### src/rtl/ser3w_pkg.sv
package ser3w_pkg;
    typedef enum logic [1:0] {
        ST_IDLE = 2'd0,
        ST_XFER = 2'd1,
        ST_DONE = 2'd2
    } xfer_state_t;

    localparam logic [1:0] ADDR_DATA = 2'd0;
    localparam logic [1:0] ADDR_CTRL = 2'd1;
    localparam logic [1:0] ADDR_STAT = 2'd2;

    localparam int CTL_MASTER = 0;
    localparam int CTL_MODE   = 1;
    localparam int CTL_IRQEN  = 2;
    localparam int CTL_TOGGLE = 3;
endpackage

### src/rtl/ser3w_sync.sv
module ser3w_sync #(
    parameter int WIDTH  = 2,
    parameter int STAGES = 2
) (
    input  logic             clk,
    input  logic             rst_n,
    input  logic [WIDTH-1:0] d,
    output logic [WIDTH-1:0] q
);
    logic [WIDTH-1:0] stg [STAGES];

    always_ff @(posedge clk or negedge rst_n) begin
        if (!rst_n) begin
            for (int i = 0; i < STAGES; i++) stg[i] <= '0;
        end else begin
            stg[0] <= d;
            for (int i = 1; i < STAGES; i++) stg[i] <= stg[i-1];
        end
    end

    assign q = stg[STAGES-1];
endmodule

### src/rtl/ser3w_edge.sv
module ser3w_edge (
    input  logic clk,
    input  logic rst_n,
    input  logic master,
    input  logic tgl,
    input  logic sclk_lvl,
    input  logic sclk_sync,
    output logic rise,
    output logic fall
);
    logic prev_q;

    always_ff @(posedge clk or negedge rst_n) begin
        if (!rst_n) prev_q <= 1'b0;
        else        prev_q <= sclk_sync;
    end

    always_comb begin
        if (master) begin
            rise = tgl & ~sclk_lvl;
            fall = tgl &  sclk_lvl;
        end else begin
            rise =  sclk_sync & ~prev_q;
            fall = ~sclk_sync &  prev_q;
        end
    end

    assert_pin_ignored_R11: assert property (@(posedge clk) disable iff (!rst_n)
        (master && !tgl) |-> (!rise && !fall));
endmodule

### src/rtl/ser3w_core.sv
module ser3w_core
    import ser3w_pkg::*;
#(
    parameter int DATA_W = 8,
    parameter int CNT_W  = $clog2(2 * DATA_W)
) (
    input  logic              clk,
    input  logic              rst_n,
    input  logic              mode,
    input  logic              rise,
    input  logic              fall,
    input  logic              sdi_s,
    input  logic              load,
    input  logic [DATA_W-1:0] load_data,
    input  logic              clr,
    output logic [DATA_W-1:0] shreg,
    output logic [CNT_W-1:0]  cnt,
    output logic              flag
);
    localparam logic [CNT_W-1:0] CNT_MAX = {CNT_W{1'b1}};

    xfer_state_t state_q, state_d;
    logic        edge_any, edge_smp, edge_sft;
    logic        bit_latch;

    assign edge_any = rise | fall;
    assign edge_smp = mode ? fall : rise;
    assign edge_sft = mode ? rise : fall;

    always_ff @(posedge clk or negedge rst_n) begin
        if (!rst_n) state_q <= ST_IDLE;
        else        state_q <= state_d;
    end

    always_comb begin
        state_d = state_q;
        unique case (state_q)
            ST_IDLE: begin
                if (clr)           state_d = ST_IDLE;
                else if (edge_any) state_d = ST_XFER;
            end
            ST_XFER: begin
                if (clr)                              state_d = ST_IDLE;
                else if (edge_any && cnt == CNT_MAX)  state_d = ST_DONE;
            end
            ST_DONE: begin
                if (clr) state_d = ST_IDLE;
            end
            default: state_d = ST_IDLE;
        endcase
    end

    assign flag = (state_q == ST_DONE);

    always_ff @(posedge clk or negedge rst_n) begin
        if (!rst_n)        cnt <= '0;
        else if (clr)      cnt <= '0;
        else if (edge_any) cnt <= cnt + 1'b1;
    end

    always_ff @(posedge clk or negedge rst_n) begin
        if (!rst_n)        bit_latch <= 1'b0;
        else if (edge_smp) bit_latch <= sdi_s;
    end

    always_ff @(posedge clk or negedge rst_n) begin
        if (!rst_n)        shreg <= '0;
        else if (load)     shreg <= load_data;
        else if (edge_sft) shreg <= {shreg[DATA_W-2:0], bit_latch};
    end

    assert_idle_zero_R8: assert property (@(posedge clk) disable iff (!rst_n)
        (state_q == ST_IDLE) |-> (cnt == '0));
    assert_count_step_R6: assert property (@(posedge clk) disable iff (!rst_n)
        (edge_any && !clr) |=> (cnt == CNT_W'($past(cnt) + 1'b1)));
    assert_flag_wrap_R7: assert property (@(posedge clk) disable iff (!rst_n)
        $rose(flag) |-> ($past(edge_any) && $past(cnt) == CNT_MAX));
    assert_clear_R8: assert property (@(posedge clk) disable iff (!rst_n)
        clr |=> (cnt == '0 && !flag));
endmodule

### src/rtl/ser3w_shift_unit.sv
module ser3w_shift_unit
    import ser3w_pkg::*;
#(
    parameter int DATA_W      = 8,
    parameter int SYNC_STAGES = 2
) (
    input  logic              clk,
    input  logic              rst_n,
    input  logic              wr_en,
    input  logic [1:0]        wr_addr,
    input  logic [DATA_W-1:0] wr_data,
    input  logic [1:0]        rd_addr,
    output logic [DATA_W-1:0] rd_data,
    input  logic              sclk_in,
    output logic              sclk_out,
    input  logic              sdi,
    output logic              sdo,
    output logic              irq
);
    localparam int CNT_W    = $clog2(2 * DATA_W);
    localparam int FLAG_BIT = DATA_W - 1;

    logic master_q, mode_q, irqen_q;
    logic wr_data_reg, wr_ctrl, wr_stat, tgl, clr;
    logic sclk_s, sdi_s, rise, fall, flag;
    logic [DATA_W-1:0] shreg;
    logic [CNT_W-1:0]  cnt;
    logic [1:0]        sync_q;

    assign wr_data_reg = wr_en && (wr_addr == ADDR_DATA);
    assign wr_ctrl     = wr_en && (wr_addr == ADDR_CTRL);
    assign wr_stat     = wr_en && (wr_addr == ADDR_STAT);
    assign tgl         = wr_ctrl && wr_data[CTL_TOGGLE] && wr_data[CTL_MASTER];
    assign clr         = wr_stat && wr_data[FLAG_BIT];

    always_ff @(posedge clk or negedge rst_n) begin
        if (!rst_n) begin
            master_q <= 1'b0;
            mode_q   <= 1'b0;
            irqen_q  <= 1'b0;
            sclk_out <= 1'b0;
        end else if (wr_ctrl) begin
            master_q <= wr_data[CTL_MASTER];
            mode_q   <= wr_data[CTL_MODE];
            irqen_q  <= wr_data[CTL_IRQEN];
            sclk_out <= wr_data[CTL_TOGGLE] ? ~sclk_out : wr_data[CTL_MODE];
        end
    end

    ser3w_sync #(.WIDTH(2), .STAGES(SYNC_STAGES)) u_sync (
        .clk  (clk),
        .rst_n(rst_n),
        .d    ({sclk_in, sdi}),
        .q    (sync_q)
    );
    assign sclk_s = sync_q[1];
    assign sdi_s  = sync_q[0];

    ser3w_edge u_edge (
        .clk      (clk),
        .rst_n    (rst_n),
        .master   (master_q),
        .tgl      (tgl),
        .sclk_lvl (sclk_out),
        .sclk_sync(sclk_s),
        .rise     (rise),
        .fall     (fall)
    );

    ser3w_core #(.DATA_W(DATA_W), .CNT_W(CNT_W)) u_core (
        .clk      (clk),
        .rst_n    (rst_n),
        .mode     (mode_q),
        .rise     (rise),
        .fall     (fall),
        .sdi_s    (sdi_s),
        .load     (wr_data_reg),
        .load_data(wr_data),
        .clr      (clr),
        .shreg    (shreg),
        .cnt      (cnt),
        .flag     (flag)
    );

    assign sdo = shreg[DATA_W-1];
    assign irq = flag & irqen_q;

    always_comb begin
        unique case (rd_addr)
            ADDR_DATA: rd_data = shreg;
            ADDR_CTRL: rd_data = {{(DATA_W-3){1'b0}}, irqen_q, mode_q, master_q};
            ADDR_STAT: rd_data = {flag, {(DATA_W-1-CNT_W){1'b0}}, cnt};
            default:   rd_data = '0;
        endcase
    end

    assert_sdo_load_R2: assert property (@(posedge clk) disable iff (!rst_n)
        wr_data_reg |=> (sdo == $past(wr_data[DATA_W-1])));
    assert_irq_drop_R9: assert property (@(posedge clk) disable iff (!rst_n)
        clr |=> !irq);
    assert_sclk_hold_R5: assert property (@(posedge clk) disable iff (!rst_n)
        !wr_ctrl |=> $stable(sclk_out));
endmodule

### config.mk
export PLATFORM = sky130hd
export DESIGN_NAME = ser3w_shift_unit
export DESIGN_NICKNAME = d
export VERILOG_FILES = /design/src/rtl/ser3w_pkg.sv /design/src/rtl/ser3w_sync.sv /design/src/rtl/ser3w_edge.sv /design/src/rtl/ser3w_core.sv /design/src/rtl/ser3w_shift_unit.sv
export SDC_FILE = /design/constraint.sdc
export NUM_CORES = 1
export LEC_CHECK = 0
export CORE_UTILIZATION = 53
export CTS_CLUSTER_DIAMETER = 40
export DETAILED_ROUTE_END_ITERATION = 10
export PLACE_DENSITY_LB_ADDON = 0.1
export SYNTH_ARGS = -nofsm -noshare
export SYNTH_HDL_FRONTEND = slang
export SYNTH_HIERARCHICAL = 1
export SYNTH_SLANG_ARGS = --single-unit
export TNS_END_PERCENT = 1
### constraint.sdc
create_clock -name clk -period 4.1 [get_ports clk]
set_input_delay 0.41 -clock clk [delete_from_list [all_inputs] [get_ports clk]]
set_output_delay 0.41 -clock clk [all_outputs]
set_load 0.02 [all_outputs]
# Word level (Yosys, flattened, before mapping)
# Cells that the tools add are included.
[totals]
reg_bits = 24
[op_classes]
eq_ne = 10
reduce_logical = 13
muxes = 16
n_addsub = 1
bitwise_logic = 9
[op_table]
columns = ["op", "count"]
rows = [
  ["8-bit one-hot mux with 3 select lines", 1],
  ["8-bit two-way mux", 2],
  ["2-bit two-way mux", 5],
  ["4-bit two-way mux", 2],
  ["1-bit logical AND", 7],
  ["2-bit by 1-bit == test with 1-bit output (second input constant)", 3],
  ["2-bit == test (second input constant)", 3],
  ["2-bit zero test", 3],
  ["3-bit by 2-bit != test with 1-bit output (second input constant)", 2],
  ["2-bit one-hot mux with 3 select lines", 1],
  ["1-bit AND", 5],
  ["1-bit two-way mux", 5],
  ["4-bit by 1-bit adder with 4-bit output (second input constant)", 1],
  ["4-bit == test (second input constant)", 1],
  ["2-bit nonzero test", 2],
  ["1-bit NOT", 3],
  ["3-bit AND reduction", 1],
  ["2-bit != test (second input constant)", 1],
  ["1-bit bitwise OR", 1],
]

# Longest topological paths before layout
# Gate-level depths: netlist of run 1.
[logic_depth]
depth_word = 11
depth_mapped = 7
depth_no_buf = 7

# Hierarchy
# The synthesis of run 1 kept the hierarchy.
[by_module_without_submodules]
columns = ["mod", "cells_per_inst", "area_per_inst_um2", "instances"]
rows = [
  ["ser3w_core", 58, 733.2, 1],
  ["ser3w_shift_unit", 36, 340.3, 1],
  ["ser3w_sync", 6, 115.1, 1],
  ["ser3w_edge", 6, 62.6, 1],
]

# Worst setup path after synthesis of run 1
# No wires, ideal clock.
[synth_path]
path_kind = "input -> register"
from = "input wr_addr[1]"
to = "register u_core.shreg[0]"
t_required_ps = 3975
setup_slack_ps = 2167
n_path_buf = 0
path_stages = 6
t_arrival_ps = 1808
path_cell_list = "nand3b_4 -> nor2_1 -> a32o_1 -> nor2b_1 -> a211oi_4 -> mux2_2"
[synth_via]
elab_chain_cells = 8
word_cells_on_any_way = 13
cone_classes = "1 x eq/ne; 4 x mux; 2 x bitwise; 6 x reduce/logical"
[synth_rtl]
columns = ["element", "line_no", "rtl"]
rows = [
  ["from (decl)", "ser3w_shift_unit.sv:10", "input logic [1:0] wr_addr,"],
  ["2-bit by 1-bit == test with 1-bit output", "ser3w_shift_unit.sv:31", "assign wr_ctrl = wr_en && (wr_addr == ADDR_CTRL);"],
  ["1-bit logical AND", "ser3w_shift_unit.sv:31", ""],
  ["1-bit logical AND (2 in a row)", "ser3w_shift_unit.sv:33", "assign tgl = wr_ctrl && wr_data[CTL_TOGGLE] && wr_data[CTL_MASTER];"],
  ["net tgl", "ser3w_shift_unit.sv:24", "logic wr_data_reg, wr_ctrl, wr_stat, tgl, clr;"],
  ["1-bit AND", "ser3w_edge.sv:21", "fall = tgl & sclk_lvl;"],
  ["1-bit two-way mux", "ser3w_edge.sv:19", "if (master) begin"],
  ["net fall", "ser3w_shift_unit.sv:25", "logic sclk_s, sdi_s, rise, fall, flag;"],
  ["1-bit two-way mux", "ser3w_core.sv:28", "assign edge_sft = mode ? rise : fall;"],
  ["2-bit nonzero test (no line)", "-", ""],
  ["to (signal assigned)", "ser3w_core.sv:68", "else if (load) shreg <= load_data;"],
  ["to (signal assigned)", "ser3w_core.sv:69", "else if (edge_sft) shreg <= {shreg[DATA_W-2:0], bit_latch};"],
  ["to (decl)", "ser3w_core.sv:16", "output logic [DATA_W-1:0] shreg,"],
]
# The timed path passes the listed nets, and every way through them passes these cells.
# A chain may end at the register's enable or synchronous reset.

# Worst setup path after layout of run 1
[layout_path]
from = "input rd_addr[1]"
to = "output rd_data[0]"
[layout_via]
elab_chain_cells = 2
word_cells_on_any_way = 4
cone_classes = "2 x eq/ne; 1 x mux; 1 x reduce/logical"
[layout_rtl]
columns = ["element", "line_no", "rtl"]
rows = [
  ["from (decl)", "ser3w_shift_unit.sv:12", "input logic [1:0] rd_addr,"],
  ["2-bit == test, or another cell as far along", "ser3w_shift_unit.sv:89", "unique case (rd_addr)"],
  ["8-bit one-hot mux with 3 select lines (*)", "ser3w_shift_unit.sv:89", ""],
  ["to (decl)", "ser3w_shift_unit.sv:13", "output logic [DATA_W-1:0] rd_data,"],
]
# Mark *: on every way between the ends. The rest lies on a longest branch, timed or not.

==> impl_metrics.csv, run 1 <==
group,metric,value,unit
sta,maxSlewHeadroom,30.4,%
placement,routabilityCongestion,0.788,
logic_synthesis,synth-async-reset-ratio,100,%
clock_network,cts_buffer_depth,2,
die,initial_cell_density_of_the_core,56.6,%
sta,highest_achievable_clock_rate,0.397,GHz
placement,dpl_cell_area,0.00154,mm²
placement,setup_slack_at_placement,1490,ps
critical_path,critical_path.startpoint_type,"primary input",
outcome,status,"finished, final reports clean",
critical_path,slowest_stage_delay_on_critical_path,630,ps
final_layout,antenna_cells,0,
final_layout,post_layout_instance_area,0.00157,mm²
logic_synthesis,synthesis.nets,124,
placement,place_hpwl,1850,µm
logic_synthesis,post-synth-top-count-cell,"dfrtp_1",
clock_network,clk_root_buffer_cell,"clkbuf_4",
clock_network,tritoncts.num_buffers,3,
critical_path,critical_path.n_buffers_inverters,2,
critical_path,crit_chain,"clkdlybuf4s50_1 > nor2b_1 > nand2_1 > o21ai_0 > clkdlybuf4s50_1",
die,chipWidth,50.6,µm
clock_network,insertion_delay,300,ps
drt,ant_nets,0,
clock_network,post_cts_repair_setup_buffers,0,
die,die_area,0.00256,mm²
logic_synthesis,synth-compound-area-share,8.50,%
critical_path,crit_family,"buffers and inverters",
final_layout,synthToLayoutAreaGrowth,25.8,%
power_and_ir_drop,worst_ir_drop_vdd,351,µV
global_routing,antenna_found_initial,0,
logic_synthesis,syn-mean-instance-area,11.8,µm²
logic_synthesis,synth.yosys.warnings,6,
critical_path,worst-endpoint-arrival,2110,ps
critical_path,cell_repeated_most_along_the_worst_path,"clkdlybuf4s50_1",
logic_synthesis,synthesis.instances,106,
final_layout,finish.utilization,71.2,%
logic_synthesis,synth_top_cell_area_share,48.0,%
drt,dr_wl_met3,56,µm
clock_network,cts.repair.resized,0,
logic_synthesis,synthMuxAreaShare,24.5,%
power_and_ir_drop,pwr_density_cell,494,mW/mm²
power_and_ir_drop,finalPower,777,µW
critical_path,crit_fanout,7,
logic_synthesis,mappedNetlistArea,0.00125,mm²
logic_synthesis,netlist_top_cells_count,"dfrtp_1 (24), mux2_2 (17), nor2_1 (9), nand2_1 (8), o21ai_0 (8)",
logic_synthesis,synth-adder-area-share,1.00,%
final_layout,drive_above_1_share,22.4,%
die,vert_die_dim,50.6,µm
logic_synthesis,ys_types,26,
critical_path,timing.critical_path.required,3690,ps
sta,post-route-min-period,2520,ps
global_routing,grt_first_pass_wirelength,4020,µm
drt,wl_met1,1090,µm
logic_synthesis,synth.yosys.seq_area_share,48.0,%
sta,worst_clock_skew,3.43,ps
clock_network,ctsHtreeMaxLevel,1,
hold_path,class_of_the_tightest_hold_or_removal_check,"flop to flop",
logic_synthesis,ys.flop_type,"dfrtp_1",
power_and_ir_drop,cellLeakagePower,0.677,nW
clock_network,hold_buffers,0,
drt,drt_drc_violations_left,0,
logic_synthesis,main_combinational_cell_family_by_area_after_synthesis,"multiplexers",
logic_synthesis,post_synth_and_or_nand_nor_area_fraction,13.9,%
logic_synthesis,synth_edf_count,0,
critical_path,critical_path.endpoint_type,"primary output",
sta,rsz0062_at_grt,"no",
sta,setup_ws,1580,ps
critical_path,worst_r2r_setup_slack,2170,ps
drt,wire_length_reported_by_the_detailed_router,2410,µm
final_layout,nNetsFinal,153,
logic_synthesis,netlist_top_cells_area,"dfrtp_1 (48%), mux2_2 (15%), mux2i_1 (5.6%)",
final_layout,fin_cells,162,
sta,timing_max_transition_violations_final,0,
die,number_of_core_rows,17,
logic_synthesis,post-synth-top-area-cell,"dfrtp_1",
run,max_cap_violations,0,
sta,hold_viol,0,
sta,hold_slack,370,ps
sta,final.setup.tns,0,ps
global_routing,grt_pass1_vias,889,
logic_synthesis,count_of_state_elements_after_synthesis,24,
die,num_io_pins,28,
drt,wl_met2,1240,µm
placement,place_inst,158,
drt,dr.pass1.iters,4,
drt,drt_first_iter_violations,7,
drt,routed_via_density,5.57,
sta,timing_worst_slew_pin_value,1040,ps
global_routing,grt_util_all_layers,21.4,%
sta,setup-violations-final,0,
logic_synthesis,synth_xor_area_share,1.40,%
clock_network,cts_num_sinks,24,
drt,topRoutingLayerUsed,"met4",
clock_network,tritoncts,"done",
global_routing,grt_overflow_total,0,
critical_path,worst-setup-path-type,"primary input to primary output",
global_routing,grt_max_degree,25,
clock_network,clkTransAtPathRegs,130,ps
die,core-area,0.00221,mm²
sta,period_share,61.5,%
drt,detailroute.via_count,902,
placement,port-buffer-count,27,
drt,drt-wirelength-per-cell,14.9,µm
critical_path,standard_cell_with_the_maximum_stage_delay_on_the_critical_path,"clkdlybuf4s50_1",
==> cell families after synthesis <==
| kind of cell | count (synthesis) |
|---|---|
| AND/OR/NAND/NOR | 32 |
| multiplexers | 27 |
| flip-flops | 24 |
| AO/OA/AOI/OAI | 14 |
| buffers and inverters | 6 |
| XOR/XNOR | 2 |
| adder cells (fa/ha/maj) | 1 |
==> final timing paths <==
check                           depth (start not counted)           from               to
worst max-delay path                                    5     rd_addr[1]       rd_data[0]
worst min-delay path                                    0  u_sync/stg[3]      u_sync/q[1]
worst max register to register                          4       sclk_out  u_core/shreg[7]
worst min register to register                          0  u_sync/stg[3]      u_sync/q[1]
max in group asynchronous                               1          rst_n  u_core/shreg[7]
min in group asynchronous                               1          rst_n      u_sync/q[1]
==> sequential cells by signal, summed over array words and instances, names as in the netlist <==
signal,cells
u_core/shreg,8
u_core/cnt,4
u_core/state_q,2
u_sync/q,2
u_sync/stg,2
irqen_q,1
master_q,1
mode_q,1
sclk_out,1
u_core/bit_latch,1
u_edge/prev_q,1
==> area by class of cell <==
type / instances / area, µm²
fillers: 166 / 638
inverters: 2 / 7.51
multi-input cells: 76 / 617
repair buffers: 28 / 278
flip-flops and latches: 24 / 601
clock buffers: 4 / 36.3
well taps: 28 / 35.0
==> power breakdown <==
group / leakage [nW] / total (mW) / internal (mW) / switching [mW]
Sequential: 0.288 / 0.376 / 0.309 / 0.0666
Clock: 0.0210 / 0.122 / 0.0541 / 0.0682
Combinational: 0.367 / 0.279 / 0.165 / 0.114
Total: 0.677 / 0.777 / 0.529 / 0.249
==> layout by cell type, fill, tap and decap left out <==
cell,count
a211oi_4,1
a21oi_1,2
a32o_1,1
and2_1,4
and4b_2,1
buf_4,1
clkbuf_4,3
clkbuf_8,1
clkdlybuf4s50_1,27
dfrtp_1,24
ha_1,1
inv_1,2
mux2_2,17
mux2_4,3
mux2i_1,7
nand2_1,8
nand3_1,1
nand3b_4,1
nor2_1,9
nor2b_1,3
nor3_1,2
nor3b_1,1
nor4_1,1
o21ai_0,8
o21ba_2,1
o32ai_2,1
or3_1,1
xor2_1,2
==> routing by layer <==
metal | up-vias | global-route usage, %
li1 | 434 | -
met1 | 455 | 26.6
met2 | 11 | 37.3
met3 | 2 | 3.94
met4 | 0 | 6.94
met5 | - | 0
==> worst reg2reg max path, stage by stage (launching register included) <==
cell      delay (ps)
dfrtp_1          470
a32o_1           350
nor2b_1          180
a211oi_4         450
mux2_2           390
Power figures use the tool's default switching activity.
==> inputs of run 2 (changes only) <==
CORE_UTILIZATION = 44   (was 53)
clock period = 2.2 ns   (was 4.1 ns; I/O delays follow)
==> run 2 against run 1 <==
  * Power increased by 90%
  * Sequential share of layout area decreased by 2.1 points
  * Sequential power increased by 85%
  * Non-clock buffer count increased by 10
  * Critical path depth unchanged
  * Wire length increased by 2.8%
  * First-iteration DRC count increased by 57%
  * Final cell count increased by 7.4%
  * Clock power increased by 92%
  * Utilization decreased by 6.9 points
  * Hold slack got worse by 130 ps
  * Highest routed layer unchanged
==> impl_metrics.csv, run 2 (synthesis results as in run 1) <==
group,metric,value,unit
critical_path,worst_r2r_setup_slack,420,ps
clock_network,tritoncts.num_buffers,3,
sta,final.setup.tns,0,ps
die,die_area,0.00306,mm²
power_and_ir_drop,netSwitchingFraction,31.8,%
drt,routed_via_density,5.35,
drt,wire_length_reported_by_the_detailed_router,2480,µm
global_routing,grt_overflow_total,0,
clock_network,cts.repair.resized,0,
sta,timing_max_transition_violations_final,0,
clock_network,clkTransAtPathRegs,130,ps
drt,ant_nets,0,
die,core-area,0.00259,mm²
global_routing,grt_max_degree,25,
drt,drt_first_iter_violations,11,
power_and_ir_drop,net-switching-power,470,µW
sta,rsz0062_at_grt,"no",
power_and_ir_drop,cellLeakagePower,0.730,nW
placement,place_inst,170,
final_layout,fin_cells,174,
clock_network,post_cts_repair_setup_buffers,0,
clock_network,tritoncts,"done",
global_routing,grt_first_pass_wirelength,4390,µm
sta,setup_ws,149,ps
clock_network,hold_buffers,0,
clock_network,cts_num_sinks,24,
critical_path,critical_path.endpoint_type,"primary output",
power_and_ir_drop,worst_ir_drop_vdd,680,µV
die,num_io_pins,28,
final_layout,registers.top_by_ff_count,"u_core/shreg",
sta,timing_worst_slew_pin_value,469,ps
drt,drt_drc_violations_left,0,
critical_path,worst-endpoint-arrival,1830,ps
critical_path,critical_path.startpoint_type,"primary input",
power_and_ir_drop,cell_internal_pwr,1.01,mW
sta,period_share,93.2,%
power_and_ir_drop,seq_power_share,47.2,%
final_layout,flip_flop_count_of_the_largest_register_all_copies_and_words_added,8,
run,max_cap_violations,0,
clock_network,cts_buffer_depth,2,
placement,setup_slack_at_placement,13.2,ps
power_and_ir_drop,power_frac_clock,15.8,%
hold_path,class_of_the_tightest_hold_or_removal_check,"primary input to async pin",
sta,hold_viol,0,
critical_path,crit_start,"rd_addr[0]",
die,initial_cell_density_of_the_core,48.3,%
final_layout,finish.utilization,64.3,%
final_layout,final_cell_mix,"clkdlybuf4s50_1 (27), dfrtp_1 (24), mux2_2 (17)",
final_layout,drive_above_1_share,27.8,%
sta,maxSlewHeadroom,68.7,%
critical_path,crit_fanout,4,
die,vert_die_dim,55.3,µm
final_layout,biggest_regs,"u_core/shreg: 8 flops, u_core/cnt: 4 flops",
global_routing,antenna_found_initial,0,
sta,post-route-min-period,2050,ps
placement,routabilityCongestion,0.881,
clock_network,clk_root_buffer_cell,"clkbuf_4",
power_and_ir_drop,combinationalPowerShare,37.0,%
placement,place_hpwl,1940,µm
final_layout,synthToLayoutAreaGrowth,33.0,%
critical_path,reg2regPathDepth,6,
global_routing,grt_pass1_vias,1011,
clock_network,ctsHtreeMaxLevel,1,
drt,detailroute.via_count,931,
critical_path,worst_setup_path_endpoint,"rd_data[4]",
power_and_ir_drop,finalPower,1.48,mW
critical_path,critical_path.reg2reg.endpoint,"u_core/shreg[2]",
global_routing,grt_util_all_layers,18.3,%
die,chipWidth,55.3,µm
power_and_ir_drop,pwr_density_cell,888,mW/mm²
outcome,status,"finished, final reports clean",
critical_path,worst-setup-path-type,"primary input to primary output",
drt,dr.pass1.iters,4,
critical_path,timing.critical_path.required,1980,ps
sta,worst_clock_skew,5.48,ps
final_layout,nNetsFinal,163,
placement,port-buffer-count,27,
drt,drt-wirelength-per-cell,14.2,µm
sta,highest_achievable_clock_rate,0.488,GHz
critical_path,worst_r2r_startpoint,"master_q",
final_layout,antenna_cells,0,
sta,setup-violations-final,0,
final_layout,layout.cells.most_common,"clkdlybuf4s50_1",
die,number_of_core_rows,18,
clock_network,insertion_delay,320,ps
[run 2: cell count changes in the layout (fill, tap and decap cells not counted), sizes merged]
cell  previous run  this run
buf              1        11
[run 2: worst min-delay path by stage]
stage	slack [ps]	startpoint	depth (start not counted)	end
2_1_floorplan	-80	rst_n	0	irqen_q
3_3_place_gp	340	u_sync/stg[2]	0	u_sync/q[0]
3_5_place_dp	340	u_sync/stg[2]	0	u_sync/q[0]
4_1_cts	240	rst_n	2	u_core/cnt[2]
5_1_grt	270	rst_n	2	u_core/state_q[0]
6_report	240	rst_n	2	u_core/cnt[3]
[run 2: through the flow]
stage,area (µm²),hold slack (ps)
2_1_floorplan,1250,-75.6
3_3_place_gp,1630,337
3_5_place_dp,1630,340
4_1_cts,1660,238
5_1_grt,1660,273
6_report,1660,241
[run 2: final cells by class]
cell class              count  area [µm²]
flip-flops and latches     24         601
inverters                   2        7.51
repair buffers             38         365
multi-input cells          76         617
clock buffers               4        36.3
fillers                   217         926
well taps                  30        37.5
[run 2: critical path, stage by stage]
cell and delay, ps:
clkdlybuf4s50_1 460, buf_4 170, nor2_1 200, and2_1 180, clkdlybuf4s50_1 600
[run 2: power groups by stage]
stage / Combinational, mW / Sequential (mW) / Clock, mW
after floorplan: 0.341 / 0.684 / 0
after global placement: 0.537 / 0.701 / 0
after detailed placement: 0.553 / 0.710 / 0
after CTS: 0.556 / 0.700 / 0.244
after global routing: 0.597 / 0.719 / 0.262
final: 0.547 / 0.697 / 0.234
[run 2: metal layers]
layer / up-vias / part of all wire (%) / GRT usage (%)
met5: - / 0 / 0
met4: 0 / 2.4 / 9.64
met3: 7 / 2.5 / 2.81
met2: 15 / 53 / 32.2
met1: 459 / 43 / 21.4
li1: 450 / - / -
